## config.mk

```make
export PLATFORM = sky130hd
export DESIGN_NAME = ec_hostport
export DESIGN_NICKNAME = d
export VERILOG_FILES = /design/src/rtl/ec_hp_pkg.sv /design/src/rtl/ec_hp_regfile.sv /design/src/rtl/ec_hp_evtq.sv /design/src/rtl/ec_hp_seq.sv /design/src/rtl/ec_hostport.sv
export SDC_FILE = /design/constraint.sdc
export NUM_CORES = 2
export LEC_CHECK = 0
export BUFFER_PORTS_ARGS = -buffer_cell sky130_fd_sc_hd__buf_2
export CORE_MARGIN = 2
export CORE_UTILIZATION = 40
export CTS_CLUSTER_SIZE = 40
export DETAILED_ROUTE_END_ITERATION = 10
export GPL_TIMING_DRIVEN = 0
export PLACE_DENSITY = 0.56
export SLEW_MARGIN = 10
export SYNTH_ARGS = -nofsm -noshare
export SYNTH_HDL_FRONTEND = slang
export SYNTH_HIERARCHICAL = 1
export SYNTH_SLANG_ARGS = --single-unit
```

## constraint.sdc

```tcl
create_clock -name clk -period 9.65 [get_ports clk]
set_clock_uncertainty 0.15 [all_clocks]
set_input_delay 0 -clock clk [delete_from_list [all_inputs] [get_ports clk]]
set_output_delay 0 -clock clk [all_outputs]
set_load 0.01 [all_outputs]
```

## src/rtl/ec_hp_pkg.sv

```systemverilog
package ec_hp_pkg;
   typedef enum logic [1:0] {
      ST_IDLE  = 2'd0,
      ST_RADDR = 2'd1,
      ST_WADDR = 2'd2,
      ST_WDATA = 2'd3
   } seq_st_e;

   localparam logic [7:0] CMD_RD   = 8'h80;
   localparam logic [7:0] CMD_WR   = 8'h81;
   localparam logic [7:0] CMD_BON  = 8'h82;
   localparam logic [7:0] CMD_BOFF = 8'h83;
   localparam logic [7:0] CMD_QRY  = 8'h84;

   localparam int SB_RDY   = 0;
   localparam int SB_BUSY  = 1;
   localparam int SB_PROC  = 2;
   localparam int SB_LCMD  = 3;
   localparam int SB_BURST = 4;
   localparam int SB_EVT   = 5;
endpackage

```

## src/rtl/ec_hp_regfile.sv

```systemverilog
module ec_hp_regfile #(
   parameter int ADDR_W         = 8,
   parameter bit CLEAR_ON_RESET = 1'b1
) (
   input  logic              clk,
   input  logic              rst_n,
   input  logic              h_we,
   input  logic [ADDR_W-1:0] h_waddr,
   input  logic [7:0]        h_wdata,
   input  logic [ADDR_W-1:0] raddr,
   output logic [7:0]        rdata,
   input  logic              i_we,
   input  logic [ADDR_W-1:0] i_addr,
   input  logic [7:0]        i_wdata,
   input  logic              i_multi,
   input  logic              lock
);
   localparam int DEPTH = 1 << ADDR_W;

   logic [7:0] mem [DEPTH];
   logic       i_ok;

   // internal write dropped for multi-byte data while locked
   assign i_ok  = i_we && !(lock && i_multi);
   assign rdata = mem[raddr];

   generate
      if (CLEAR_ON_RESET) begin : g_clr
         always_ff @(posedge clk) begin
            if (!rst_n) begin
               for (int i = 0; i < DEPTH; i++) mem[i] <= '0;
            end else begin
               if (i_ok) mem[i_addr] <= i_wdata;
               if (h_we) mem[h_waddr] <= h_wdata;   // host wins a collision
            end
         end
      end else begin : g_noclr
         always_ff @(posedge clk) begin
            if (i_ok && rst_n) mem[i_addr] <= i_wdata;
            if (h_we && rst_n) mem[h_waddr] <= h_wdata;
         end
      end
   endgenerate
endmodule

```

## src/rtl/ec_hp_evtq.sv

```systemverilog
module ec_hp_evtq #(
   parameter int NEVT = 32
) (
   input  logic            clk,
   input  logic            rst_n,
   input  logic [NEVT-1:0] set_vec,
   input  logic            pop,
   output logic            any,
   output logic [7:0]      idx
);
   logic [NEVT-1:0] pend;
   logic [NEVT-1:0] lowest;

   assign lowest = pend & (~pend + NEVT'(1));
   assign any    = |pend;

   always_comb begin
      idx = 8'd0;
      for (int i = NEVT - 1; i >= 0; i--) begin
         if (pend[i]) idx = 8'(i + 1);
      end
   end

   always_ff @(posedge clk) begin
      if (!rst_n) pend <= '0;
      else        pend <= (pend & ~(pop ? lowest : '0)) | set_vec;
   end
endmodule

```

## src/rtl/ec_hp_seq.sv

```systemverilog
module ec_hp_seq
   import ec_hp_pkg::*;
#(
   parameter int PROC_CYC = 2,
   parameter int ADDR_W   = 8
) (
   input  logic              clk,
   input  logic              rst_n,
   input  logic              host_wr,
   input  logic              host_cmd_sel,
   input  logic [7:0]        host_wdata,
   input  logic              host_rd,
   input  logic [7:0]        evt_idx,
   input  logic              evt_any,
   input  logic [7:0]        mem_rdata,
   output logic [ADDR_W-1:0] mem_raddr,
   output logic              mem_we,
   output logic [ADDR_W-1:0] mem_waddr,
   output logic [7:0]        mem_wdata,
   output logic              evt_pop,
   output logic              burst_on,
   output logic [7:0]        host_rdata,
   output logic [7:0]        host_status
);
   localparam int CNT_W = $clog2(PROC_CYC + 1);

   seq_st_e           st;
   logic              busy, rdy, lcmd, burst, is_cmd;
   logic [7:0]        byte_q, rdata_q;
   logic [ADDR_W-1:0] waddr_q;
   logic [CNT_W-1:0]  cnt;
   logic              take;

   // a new host write in the take cycle replaces the pending byte
   assign take = busy && (cnt == CNT_W'(1)) && !host_wr;

   always_ff @(posedge clk) begin
      if (!rst_n) begin
         st      <= ST_IDLE;
         busy    <= 1'b0;
         rdy     <= 1'b0;
         lcmd    <= 1'b0;
         burst   <= 1'b0;
         is_cmd  <= 1'b0;
         byte_q  <= '0;
         rdata_q <= '0;
         waddr_q <= '0;
         cnt     <= '0;
      end else begin
         if (host_wr) begin
            busy   <= 1'b1;
            byte_q <= host_wdata;
            is_cmd <= host_cmd_sel;
            lcmd   <= host_cmd_sel;
            cnt    <= CNT_W'(PROC_CYC);
         end else if (busy) begin
            if (cnt == CNT_W'(1)) busy <= 1'b0;
            cnt <= cnt - CNT_W'(1);
         end
         if (host_rd) rdy <= 1'b0;
         if (take) begin
            if (is_cmd) begin
               st <= ST_IDLE;   // any command aborts the one in progress
               case (byte_q)
                  CMD_RD:   st <= ST_RADDR;
                  CMD_WR:   st <= ST_WADDR;
                  CMD_BON:  burst <= 1'b1;
                  CMD_BOFF: burst <= 1'b0;
                  CMD_QRY: begin
                     rdata_q <= evt_idx;
                     rdy     <= 1'b1;
                  end
                  default: ;
               endcase
            end else begin
               case (st)
                  ST_RADDR: begin
                     rdata_q <= mem_rdata;
                     rdy     <= 1'b1;
                     st      <= ST_IDLE;
                  end
                  ST_WADDR: begin
                     waddr_q <= byte_q[ADDR_W-1:0];
                     st      <= ST_WDATA;
                  end
                  ST_WDATA: st <= ST_IDLE;
                  default: ;
               endcase
            end
         end
      end
   end

   assign mem_raddr  = byte_q[ADDR_W-1:0];
   assign mem_we     = take && !is_cmd && (st == ST_WDATA);
   assign mem_waddr  = waddr_q;
   assign mem_wdata  = byte_q;
   assign evt_pop    = take && is_cmd && (byte_q == CMD_QRY);
   assign burst_on   = burst;
   assign host_rdata = rdata_q;

   always_comb begin
      host_status           = '0;
      host_status[SB_RDY]   = rdy;
      host_status[SB_BUSY]  = busy;
      host_status[SB_PROC]  = (st != ST_IDLE);
      host_status[SB_LCMD]  = lcmd;
      host_status[SB_BURST] = burst;
      host_status[SB_EVT]   = evt_any;
   end
endmodule

```

## src/rtl/ec_hostport.sv

```systemverilog
module ec_hostport #(
   parameter int ADDR_W         = 8,
   parameter int NEVT           = 32,
   parameter int PROC_CYC       = 2,
   parameter bit CLEAR_ON_RESET = 1'b1
) (
   input  logic              clk,
   input  logic              rst_n,
   input  logic              host_wr,
   input  logic              host_cmd_sel,
   input  logic [7:0]        host_wdata,
   input  logic              host_rd,
   output logic [7:0]        host_rdata,
   output logic [7:0]        host_status,
   input  logic [NEVT-1:0]   evt_set,
   input  logic              int_we,
   input  logic [ADDR_W-1:0] int_addr,
   input  logic [7:0]        int_wdata,
   input  logic              int_multi
);
   generate
      if (ADDR_W < 1 || ADDR_W > 8) begin : g_bad_addr
         $error("ADDR_W must be 1..8: an address is one host byte");
      end
      if (NEVT < 1 || NEVT > 255) begin : g_bad_nevt
         $error("NEVT must be 1..255: a query answer is one byte");
      end
      if (PROC_CYC < 1) begin : g_bad_proc
         $error("PROC_CYC must be at least 1");
      end
   endgenerate

   logic [ADDR_W-1:0] mem_raddr, mem_waddr;
   logic [7:0]        mem_rdata, mem_wdata, evt_idx;
   logic              mem_we, evt_pop, evt_any, burst_on;

   ec_hp_seq #(.PROC_CYC(PROC_CYC), .ADDR_W(ADDR_W)) u_seq (
      .clk(clk), .rst_n(rst_n),
      .host_wr(host_wr), .host_cmd_sel(host_cmd_sel), .host_wdata(host_wdata),
      .host_rd(host_rd),
      .evt_idx(evt_idx), .evt_any(evt_any),
      .mem_rdata(mem_rdata), .mem_raddr(mem_raddr),
      .mem_we(mem_we), .mem_waddr(mem_waddr), .mem_wdata(mem_wdata),
      .evt_pop(evt_pop), .burst_on(burst_on),
      .host_rdata(host_rdata), .host_status(host_status)
   );

   ec_hp_evtq #(.NEVT(NEVT)) u_evtq (
      .clk(clk), .rst_n(rst_n),
      .set_vec(evt_set), .pop(evt_pop),
      .any(evt_any), .idx(evt_idx)
   );

   ec_hp_regfile #(.ADDR_W(ADDR_W), .CLEAR_ON_RESET(CLEAR_ON_RESET)) u_rf (
      .clk(clk), .rst_n(rst_n),
      .h_we(mem_we), .h_waddr(mem_waddr), .h_wdata(mem_wdata),
      .raddr(mem_raddr), .rdata(mem_rdata),
      .i_we(int_we), .i_addr(int_addr), .i_wdata(int_wdata),
      .i_multi(int_multi), .lock(burst_on)
   );
endmodule

```

==> flow_summary.yaml <==
yosys:
  ys_top_cells_by_count: "edfxtp_1, a22o_1, clkbuf_1"
  synth_area_per_cell_um2: 14.2
  synth_edf_count: 2048
  syn_inst: 7652
  yosys_warnings: 6
  synth_xor_area_share_pct: 0.00806
  synth_ff_type: "edfxtp_1"
  synth_compound_area_share_pct: 21.7
  yosysMostFrequentCell: "edfxtp_1"
  synth-adder-area-share_pct: 0.0115
  synth-simple-area-share_pct: 5.79
  synthTopCellsByArea: "edfxtp_1, a22o_1, mux4_2, clkbuf_1, o221ai_1"
  synthArstFlopShare_pct: 0
  synth_top_family_by_area: "compound AO/OA/AOI/OAI gates"
  synth_top_cell_area_share_pct: 56.6
  synth_cell_type_count: 88
  synth_largest_area_cell: "edfxtp_1"
  ys_ff_latch: 2112
  synth_area_um2: 109000
  ys_seq_area_share_pct: 57.8
  synth_mux_area_share_pct: 10.6
setup_path:
  r2r-end: "u_seq/host_rdata[5]"
  ff2ff_path_depth: 10
  critPathCaptureType: "register"
  crit_top_cell: "buf_2"
  critPathMaxStageDelay_ps: 1160
  r2r_start: "u_seq/mem_raddr[1]"
  r2r_slack_ps: 1960
  crit_slowest_cell: "nor4_2"
  cp_cell_sequence: "buf_2 > buf_2 > nand2_1 > clkbuf_1 > o221a_2 > a31oi_1 > nor3_1 > nor4_2 > mux2i_1 > a21oi_1"
  arrival_ps: 8470
  startpoint_type: "register"
  crit_type: "register to register"
  cp.required_ps: 10420
  path_max_fanout: 10
cts:
  root_buffer: "clkbuf_16"
  cts.clk_slew.worst_paths_ps: 60
  clk_latency_ps: 980
  cts_tree: "built"
  ctsHtreeMaxLevel: 4
  cts_resized: 0
  cts_post_setup_buffers_inserted: 0
  cts_buffer_depth: 4
  cts.sinks: 2112
  cts-buffers-inserted: 244
  cts_hold_buf: 166
detailed_routing:
  vias: 92500
  wirelength_um: 609000
  via_per_inst: 7.67
  route.detailed.wl_per_inst_um: 50.5
  drt_first_pass_iters: 9
  drt_iter0_drc: 17000
  postRouteAntennaNets: 0
  drc_errors: 0
sta:
  min_period_ps: 7690
  slew_viol_final: 55
  fin_crit_sh_pct: 79.7
  hold_viol: 0
  worst_slack_ps: 1960
  maxSlewHeadroom_pct: -8.44
  fin_tns_setup_ps: 0
  hold_slack_ps: 25.5
  setup_violations: 0
  rsz0062_at_grt: "no"
  fmax_mhz: 130
  tightest_slew_ps: 1630
grt:
  globalRoute.totalOverflow: 0
  gr-usage-all-layers_pct: 42.9
  grt_pass1_wl_um: 790000
  grt_antenna_before_repair: 79
  grt_max_degree: 19
  grt_pass1_vias: 84000
power_and_ir_drop:
  leakage_nw: 39.6
  power_density_nw_per_um2: 184
  peakVddDrop_mv: 0.171
  p_total_mw: 23.1
finish:
  multi_input_area_um2: 41500
  seqCellArea_um2: 62800
  finish.instance_area_um2: 126000
  fin_util_pct: 46.4
  num-nets-final: 8274
  finalNonFillerCells: 12100
  area_growth_pct: 15.5
  layout-drive-gt1-share_pct: 19.4
  final.fill_count: 23800
hold_path:
  hold_path_end: "u_seq/mem_waddr[1]"
  holdPathStages: 5
  hp-class: "input pin to register"
  min-delay-start: "rst_n"
floorplanning:
  design.core.area_um2: 271000
  rows: 191
  start_util_pct: 40.2
  die_area_um2: 276000
  die_h_um: 525
  ios: 79
  dieWidth_um: 525
status:
  status: "finished, violations left"
  violations: "max-capacitance violations, max-slew violations"
placement:
  dpl-instance-area_um2: 115000
  pre_cts_ws_ps: 2630
  gp_congestion: 1.08
  place_inst: 11400
  io_buffers: 66
  dp_hpwl_um: 438000
job:
  maxCapViolCount: 8
[power by group]
| group | internal, mW | total, mW | switching (mW) |
|---|---|---|---|
| logic | 0.693 | 2.72 | 2.02 |
| clock network | 5.65 | 9.70 | 4.05 |
| registers | 10.5 | 10.7 | 0.176 |
| total | 16.8 | 23.1 | 6.25 |
[critical path, delay by kind of cell (launching register included)]
family                 cells  cell delay, ps
and+or+nand+nor            3            2450
muxes                      1             260
buffers and inverters      3            2220
AOI/OAI and AO/OA          3            1510
DFF                        1             940
[cell type report]
| type | count | area share, % |
|---|---|---|
| Timing Repair Buffer | 310 | 2.95 |
| Antenna cell | 94 | 0.187 |
| Buffer | 958 | 3.64 |
| Clock inverter | 158 | 1.48 |
| Clock buffer | 283 | 5.00 |
| Tap cell | 3570 | 3.56 |
| Inverter | 33 | 0.0987 |
| Sequential cell | 2112 | 50.0 |
| Multi-Input combinational cell | 4551 | 33.1 |
[metal layers]
| metal | part of all wire [%] | vias up | global-route usage (%) |
|---|---|---|---|
| met5 | 0.11 | - | 0.987 |
| met4 | 10 | 47 | 36.8 |
| met3 | 16 | 2429 | 20.4 |
| met2 | 40 | 9170 | 57.9 |
| met1 | 34 | 47300 | 50.9 |
| li1 | - | 33600 | - |
[layout by cell type, fill, tap and decap left out, types with 20 or more instances in the layout]
cell / count
a21oi_1: 100
a221oi_1: 39
a22o_1: 1841
a22oi_1: 111
a31oi_1: 20
buf_1: 22
buf_12: 40
buf_16: 39
buf_2: 220
buf_4: 52
buf_6: 25
bufinv_16: 38
clkbuf_1: 614
clkbuf_16: 245
clkbuf_2: 118
clkinv_1: 45
clkinv_2: 44
dfxtp_1: 64
diode_2: 94
dlygate4sd3_1: 166
edfxtp_1: 2048
inv_1: 30
mux2i_1: 144
mux4_2: 444
nand2_1: 334
nand3_1: 39
nor2_1: 267
nor2_2: 67
nor2b_1: 37
nor3_1: 87
nor3_2: 179
o21ai_0: 32
o221ai_1: 286
o22ai_1: 36
o31ai_1: 265
[worst max-delay path by stage]
stage,slack (ps),to,cells after the start,from
2_1_floorplan,6420,u_rf/mem[169][0],12,u_seq/is_cmd
3_3_place_gp,2100,u_seq/host_rdata[0],11,u_seq/mem_raddr[1]
3_5_place_dp,2630,u_seq/host_rdata[5],11,u_seq/mem_raddr[1]
4_1_cts,2640,u_seq/host_rdata[5],11,u_seq/mem_raddr[1]
5_1_grt,2580,u_seq/host_rdata[3],11,u_seq/mem_raddr[1]
6_report,1960,u_seq/host_rdata[5],10,u_seq/mem_raddr[1]
[flip-flops by register name (all words and copies together) (netlist names)]
signal / cells
u_seq/mem_raddr: 8
u_seq/st: 2
u_seq/is_cmd: 1
u_seq/cnt: 2
u_rf/mem: 2048
u_seq/mem_waddr: 8
u_evtq/pend: 32
u_seq/burst_on: 1
u_seq/host_rdata: 8
u_seq/rdy: 1
u_seq/busy: 1
[kinds of logic after synthesis]
group                    Yosys count
XOR/XNOR                           1
AND/OR/NAND/NOR                 1138
flip-flops                      2112
buffers and inverters            991
adder cells (fa/ha/maj)            1
other                              2
multiplexers                     592
AO/OA/AOI/OAI                   2815
Power figures use the tool's default switching activity.
